[src/rtl/mdio_pkg.sv]
package mdio_pkg;

  localparam logic [1:0] OP_READ  = 2'b11;
  localparam logic [1:0] OP_WRITE = 2'b10;

  localparam int FRAME_BITS = 64;
  localparam int TA_POS     = 46;   // first turnaround bit
  localparam int DATA_POS   = 48;   // first data bit

  typedef struct packed {
    logic [1:0]  st;
    logic [1:0]  op;
    logic [4:0]  phy;
    logic [4:0]  regad;
    logic [1:0]  spare;
    logic [15:0] data;
  } mgmt_word_t;

  function automatic logic is_c22(input logic [1:0] op);
    return (op == OP_READ) || (op == OP_WRITE);
  endfunction

  function automatic logic [FRAME_BITS-1:0] build_frame(input mgmt_word_t w);
    return {32'hFFFF_FFFF, 2'b01, w.op, w.phy, w.regad, 2'b10, w.data};
  endfunction

endpackage

[src/rtl/mdio_clk_div.sv]
module mdio_clk_div #(
  parameter int DIV_HALF = 10
) (
  input  logic clk,
  input  logic rst_n,
  input  logic run,
  output logic mdc,
  output logic rise_tick,
  output logic fall_tick
);
  localparam int CW = (DIV_HALF > 1) ? $clog2(DIV_HALF) : 1;

  logic [CW-1:0] cnt_q;
  logic          mdc_q;
  logic          terminal;

  assign terminal  = run && (cnt_q == CW'(DIV_HALF - 1));
  assign rise_tick = terminal && !mdc_q;
  assign fall_tick = terminal && mdc_q;
  assign mdc       = mdc_q;

  always_ff @(posedge clk or negedge rst_n) begin
    if (!rst_n) begin
      cnt_q <= '0;
      mdc_q <= 1'b0;
    end else if (!run) begin
      cnt_q <= '0;
      mdc_q <= 1'b0;
    end else if (terminal) begin
      cnt_q <= '0;
      mdc_q <= ~mdc_q;
    end else begin
      cnt_q <= cnt_q + 1'b1;
    end
  end
endmodule

[src/rtl/mdio_shifter.sv]
module mdio_shifter
  import mdio_pkg::*;
(
  input  logic                  clk,
  input  logic                  rst_n,
  input  logic                  load,
  input  logic [FRAME_BITS-1:0] frame,
  input  logic                  is_read,
  input  logic                  rise_tick,
  input  logic                  fall_tick,
  input  logic                  mdio_i,
  output logic                  mdio_o,
  output logic                  mdio_oe,
  output logic [15:0]           rd_word,
  output logic                  frame_end
);
  localparam int IW = $clog2(FRAME_BITS);

  logic [FRAME_BITS-1:0] sh_q;
  logic [IW-1:0]         idx_q;
  logic                  active_q;
  logic                  rd_q;
  logic [15:0]           cap_q;
  logic                  released;

  assign released  = rd_q && (idx_q >= IW'(TA_POS));
  assign mdio_oe   = active_q && !released;
  assign mdio_o    = mdio_oe ? sh_q[FRAME_BITS-1] : 1'b1;
  assign frame_end = active_q && fall_tick && (idx_q == IW'(FRAME_BITS - 1));
  assign rd_word   = cap_q;

  always_ff @(posedge clk or negedge rst_n) begin
    if (!rst_n) begin
      sh_q     <= '0;
      idx_q    <= '0;
      active_q <= 1'b0;
      rd_q     <= 1'b0;
      cap_q    <= '0;
    end else if (load) begin
      sh_q     <= frame;
      idx_q    <= '0;
      active_q <= 1'b1;
      rd_q     <= is_read;
      cap_q    <= '0;
    end else if (active_q) begin
      if (rise_tick && rd_q && (idx_q >= IW'(DATA_POS)))
        cap_q <= {cap_q[14:0], mdio_i};
      if (fall_tick) begin
        if (frame_end) begin
          active_q <= 1'b0;
        end else begin
          sh_q  <= {sh_q[FRAME_BITS-2:0], 1'b1};
          idx_q <= idx_q + 1'b1;
        end
      end
    end
  end
endmodule

[src/rtl/mdio_mgmt_ctrl.sv]
module mdio_mgmt_ctrl
  import mdio_pkg::*;
#(
  parameter int DIV_HALF = 10
) (
  input  logic        clk,
  input  logic        rst_n,
  input  logic [4:0]  cfg_phy_addr,
  input  logic        wr_en,
  input  logic [31:0] wr_data,
  output logic [31:0] rd_data,
  output logic        busy,
  output logic        done,
  output logic        mdc,
  output logic        mdio_o,
  output logic        mdio_oe,
  input  logic        mdio_i
);
  mgmt_word_t  cmd;
  logic [31:0] word_q;
  logic        busy_q, done_q, rdf_q;
  logic        accept, match, launch, frame_end;
  logic        rise_tick, fall_tick;
  logic [15:0] rd_word;

  assign cmd    = mgmt_word_t'(wr_data);
  assign accept = wr_en && !busy_q;
  assign match  = (cmd.phy == cfg_phy_addr);
  assign launch = accept && match && is_c22(cmd.op);

  always_ff @(posedge clk or negedge rst_n) begin
    if (!rst_n) begin
      word_q <= '0;
      busy_q <= 1'b0;
      done_q <= 1'b0;
      rdf_q  <= 1'b0;
    end else begin
      done_q <= (accept && !launch) || frame_end;
      if (accept) begin
        busy_q <= launch;
        rdf_q  <= (cmd.op == OP_READ);
        if (cmd.op == OP_READ && !match) word_q <= {wr_data[31:16], 16'hFFFF};
        else                             word_q <= wr_data;
      end else if (frame_end) begin
        busy_q <= 1'b0;
        if (rdf_q) word_q[15:0] <= rd_word;
      end
    end
  end

  mdio_clk_div #(.DIV_HALF(DIV_HALF)) u_div (
    .clk(clk), .rst_n(rst_n), .run(busy_q),
    .mdc(mdc), .rise_tick(rise_tick), .fall_tick(fall_tick)
  );

  mdio_shifter u_shift (
    .clk(clk), .rst_n(rst_n), .load(launch), .frame(build_frame(cmd)),
    .is_read(cmd.op == OP_READ), .rise_tick(rise_tick), .fall_tick(fall_tick),
    .mdio_i(mdio_i), .mdio_o(mdio_o), .mdio_oe(mdio_oe),
    .rd_word(rd_word), .frame_end(frame_end)
  );

  assign rd_data = word_q;
  assign busy    = busy_q;
  assign done    = done_q;
endmodule

[config.mk]
export PLATFORM = sky130hd
export DESIGN_NAME = mdio_mgmt_ctrl
export DESIGN_NICKNAME = d
export VERILOG_FILES = /design/src/rtl/mdio_pkg.sv /design/src/rtl/mdio_clk_div.sv /design/src/rtl/mdio_shifter.sv /design/src/rtl/mdio_mgmt_ctrl.sv
export SDC_FILE = /design/constraint.sdc
export NUM_CORES = 1
export LEC_CHECK = 0
export ABC_AREA = 0
export BUFFER_PORTS_ARGS = -buffer_cell sky130_fd_sc_hd__buf_2
export CAP_MARGIN = 20
export CORE_UTILIZATION = 56
export DETAILED_ROUTE_END_ITERATION = 10
export PLACE_DENSITY_LB_ADDON = 0.15
export SLEW_MARGIN = 20
export SYNTH_ARGS = -nofsm -noshare
export SYNTH_HDL_FRONTEND = slang
export SYNTH_SLANG_ARGS = --single-unit
[constraint.sdc]
create_clock -name clk -period 5.81 [get_ports clk]
set_clock_uncertainty 0.1 [all_clocks]
set_input_delay 1.162 -clock clk [delete_from_list [all_inputs] [get_ports clk]]
set_output_delay 1.162 -clock clk [all_outputs]
set_load 0.01 [all_outputs]
==> qor.csv <==
stage,metric,value,unit
global_routing,largest net degree at the start of global routing,80,
global_routing,initial antenna violation count,0,
sta,final hold slack,0.391,ns
synthesis,mapped cell area,5680,um2
outcome,status,"complete, no violations",
detailed_routing,DR vias,4307,
power,Total Power,2.32,mW
sta,fmax,306,MHz
clock_network,H-tree depth,4,
clock_network,Max Root-Sink Buffers,2,
die,Starting Density,57.9,%
global_routing,number of global-route vias before repair,4046,
min_path,worst min path class,flip-flop to flip-flop,
placed_design,pre-CTS setup slack,2.29,ns
synthesis,asr flop ratio synth,100,%
detailed_routing,DR WL/cell,16.4,um
clock_network,cts-stage hold buffer count,0,
setup_path,slowest CP cell,dfrtp_1,
sta,max_slew headroom,34.6,%
clock_network,CTS tree,yes,
global_routing,global-route met3 utilization,7.19,%
die,die span in x,103,um
die,Die Ht,103,um
die,IO Pins,78,
synthesis,Yosys reg bits,128,
clock_network,clk slew on worst S/H paths,0.07,ns
die,die area,10600,um2
global_routing,met2 global-route usage,36.2,%
placed_design,PortBufs,77,
setup_path,critical path type,flip-flop to output port,
die,core area,9820,um2
synthesis,prevailing post-synth register cell,dfrtp_1,
global_routing,Tot GR Track Use,25.3,%
setup_path,max incr delay on CP,0.40,ns
detailed_routing,number of remaining DRC errors,0,
detailed_routing,drt first pass iters,5,
placed_design,post-placement cell area,6120,um2
power,Switching Fraction,25.6,%
sta,Slew Limit Fails,0,
sta,endpoints failing hold,0,
layout,"commonest non-fill, non-tap cell in the layout",dfrtp_1,
setup_path,Worst Path Required,4.55,ns
layout,fin area,6750,um2
global_routing,busiest layer in global routing,met1,
clock_network,Setup Buffers After CTS,0,
power,Max VDD drop,0.000246,V
layout,final net count,657,
setup_path,Critical Path Start Type,flip-flop,
clock_network,number of CTS-inserted buffers,17,
global_routing,first-pass GRT wire length,20000,um
layout,layout cells sized above 1,25.8,%
sta,Setup TNS,0,ns
global_routing,met1 Use GR,36.5,%
power,Clk pwr share,45.8,%
setup_path,Top delay family on crit path,flip-flops,
clock_network,Worst-Skew Late Latency,0.53,ns
placed_design,HPWL after DPL,7590,um
synthesis,yosys warns,0,
sta,final worst slack,2.54,ns
sta,Final period util,56.3,%
detailed_routing,initial drt markers,336,
detailed_routing,Final ANT Viol Nets,0,
power,Sw Pwr,594,uW
sta,Finish-stage setup viols,0,
sta,RSZ-0062 raised after global routing,false,
power,Leak Pwr,2.91,nW
synthesis,Mapped Nets,593,
detailed_routing,routed vias/inst,5.68,
placed_design,gp weighted congestion,0.833,
layout,n_diodes,0,
power,Power Density,344,nW/um2
run,Max Cap Viol,0,
clock_network,post-cts resize count,0,
setup_path,Critical Path Fanout Max,4,
layout,most frequent cells in the layout,"128 x dfrtp_1, 76 x buf_2, 74 x nor2_1, 71 x a21oi_1, 52 x nand2_1",
sta,Worst Tran Pin Value,0.980,ns
synthesis,Synth cell types,45,
sta,crit path time final,3.27,ns
global_routing,grt ovf,0,
setup_path,CP Capture Type,output port,
layout,area grow syn2layout,18.7,%
power,internal power,1.73,mW
clock_network,CTS root buf,clkbuf_8,
power,Logic pwr share,10.8,%
synthesis,syn avg cell area,10.4,um2
setup_path,critical path arrival,2.01,ns
die,Core Rows,36,
setup_path,Worst Path Buf+Inv,2,
synthesis,cells after synthesis,548,
synthesis,post-synthesis sequential area ratio,56.4,%
detailed_routing,WL final,12400,um
clock_network,# clock sinks,128,
power,part of the power in registers,43.4,%
synthesis,Post-synth EDFFs,0,
setup_path,"critical path, cell by cell","inv_1, ha_1, or2_2, a31oi_1, o21a_1, nand2b_1, buf_2",
per-layer routing:
layer | part of all wire, % | vias to the layer above | wire length [um]
met3 | 5.8 | 11 | 720
li1 | - | 2082 | -
met4 | 1.1 | 0 | 131
met2 | 46 | 115 | 5720
met1 | 47 | 2099 | 5830
met5 | 0 | - | 0
power by group through the flow:
| stage | combinational (mW) | clock, mW | sequential, mW |
|---|---|---|---|
| 6_report | 0.251 | 1.07 | 1.01 |
| 5_1_grt | 0.278 | 1.12 | 1.02 |
| 4_1_cts | 0.252 | 1.08 | 1.01 |
| 3_5_place_dp | 0.252 | 0 | 1.02 |
| 3_3_place_gp | 0.243 | 0 | 1.02 |
| 2_1_floorplan | 0.133 | 0 | 1.03 |
cells by family (layout without fill, tap and decap cells):
logic type                 count (synthesis)  after routing  synth area share, %
and+or+nand+nor                          213            213                 18.0
AOI/OAI and AO/OA                        131            131                 16.3
DFF                                      128            128                 56.4
buffers and inverters                     46            123                 3.65
muxes                                     19             19                 3.74
xor gates and xnor gates                   7              7                 1.08
adders and majority gates                  4              4                0.881
worst register-to-register path: stages, from the launching register on:
cell,delay [ns]
dfrtp_1,0.41
ha_1,0.29
nand2_1,0.14
o211a_1,0.22
buf_4,0.31
a21oi_4,0.68
a221o_1,0.27
area by class of cell:
cell class,count,area [um2]
multi-input cells,374,2290
well taps,133,166
fillers,762,3070
inverters,5,18.8
clock buffers,17,414
clock inverters,15,185
repair buffers,86,468
flip-flops and latches,128,3200
worst paths after layout:
check / from / endpoint / slack, ns / cells after the start
min: u_shift.sh_q[30] / u_shift.sh_q[31] / 0.39 / 2
max in group asynchronous: rst_n / u_div.cnt_q[0] / 4.18 / 2
min in group asynchronous: rst_n / rd_data[10] / 0.64 / 2
min reg2reg: u_shift.sh_q[30] / u_shift.sh_q[31] / 0.39 / 2
max reg2reg: u_shift.idx_q[1] / u_shift.sh_q[22] / 3.31 / 6
max: u_shift.idx_q[0] / mdio_o / 2.54 / 7
registers in the layout (all words and copies together) (netlist names):
register,count
u_shift.sh_q,64
rd_data,32
u_shift.rd_word,16
u_shift.idx_q,6
u_div.cnt_q,4
busy,1
done,1
rdf_q,1
u_div.mdc,1
u_shift.active_q,1
u_shift.rd_q,1
metrics by stage:
step	util (%)	std cells
5_1_grt	68.7	758
6_report	68.7	758
3_5_place_dp	62.3	725
4_1_cts	68.4	757
3_3_place_gp	62.3	725
2_1_floorplan	-	548
cells in the mapped netlist, types with 2 or more instances:
library cell    n  area [um2]
mux2_2         18         203
a31oi_1         2        12.5
or3_1           2        12.5
buf_6           2        22.5
ha_1            4        50.1
and3_1          2        12.5
o221a_2        15         169
nand2_1        52         195
or2_2           2        12.5
and2_1         27         169
xor2_1          2        17.5
o21ai_0         5        25.0
inv_1           5        18.8
xnor2_1         5        43.8
clkbuf_1       23        86.3
nor2_1         74         278
nor2b_1         2        12.5
a221o_1        25         250
nand2b_1        3        18.8
nor4_1         15        93.8
nor3_1         17        85.1
or4_1           4        30.0
a21oi_1        71         355
o31ai_1         2        15.0
buf_2          16        80.1
dfrtp_1       128        3200
nand3_1         7        35.0
No activity file was read; power rests on OpenSTA's default activity.
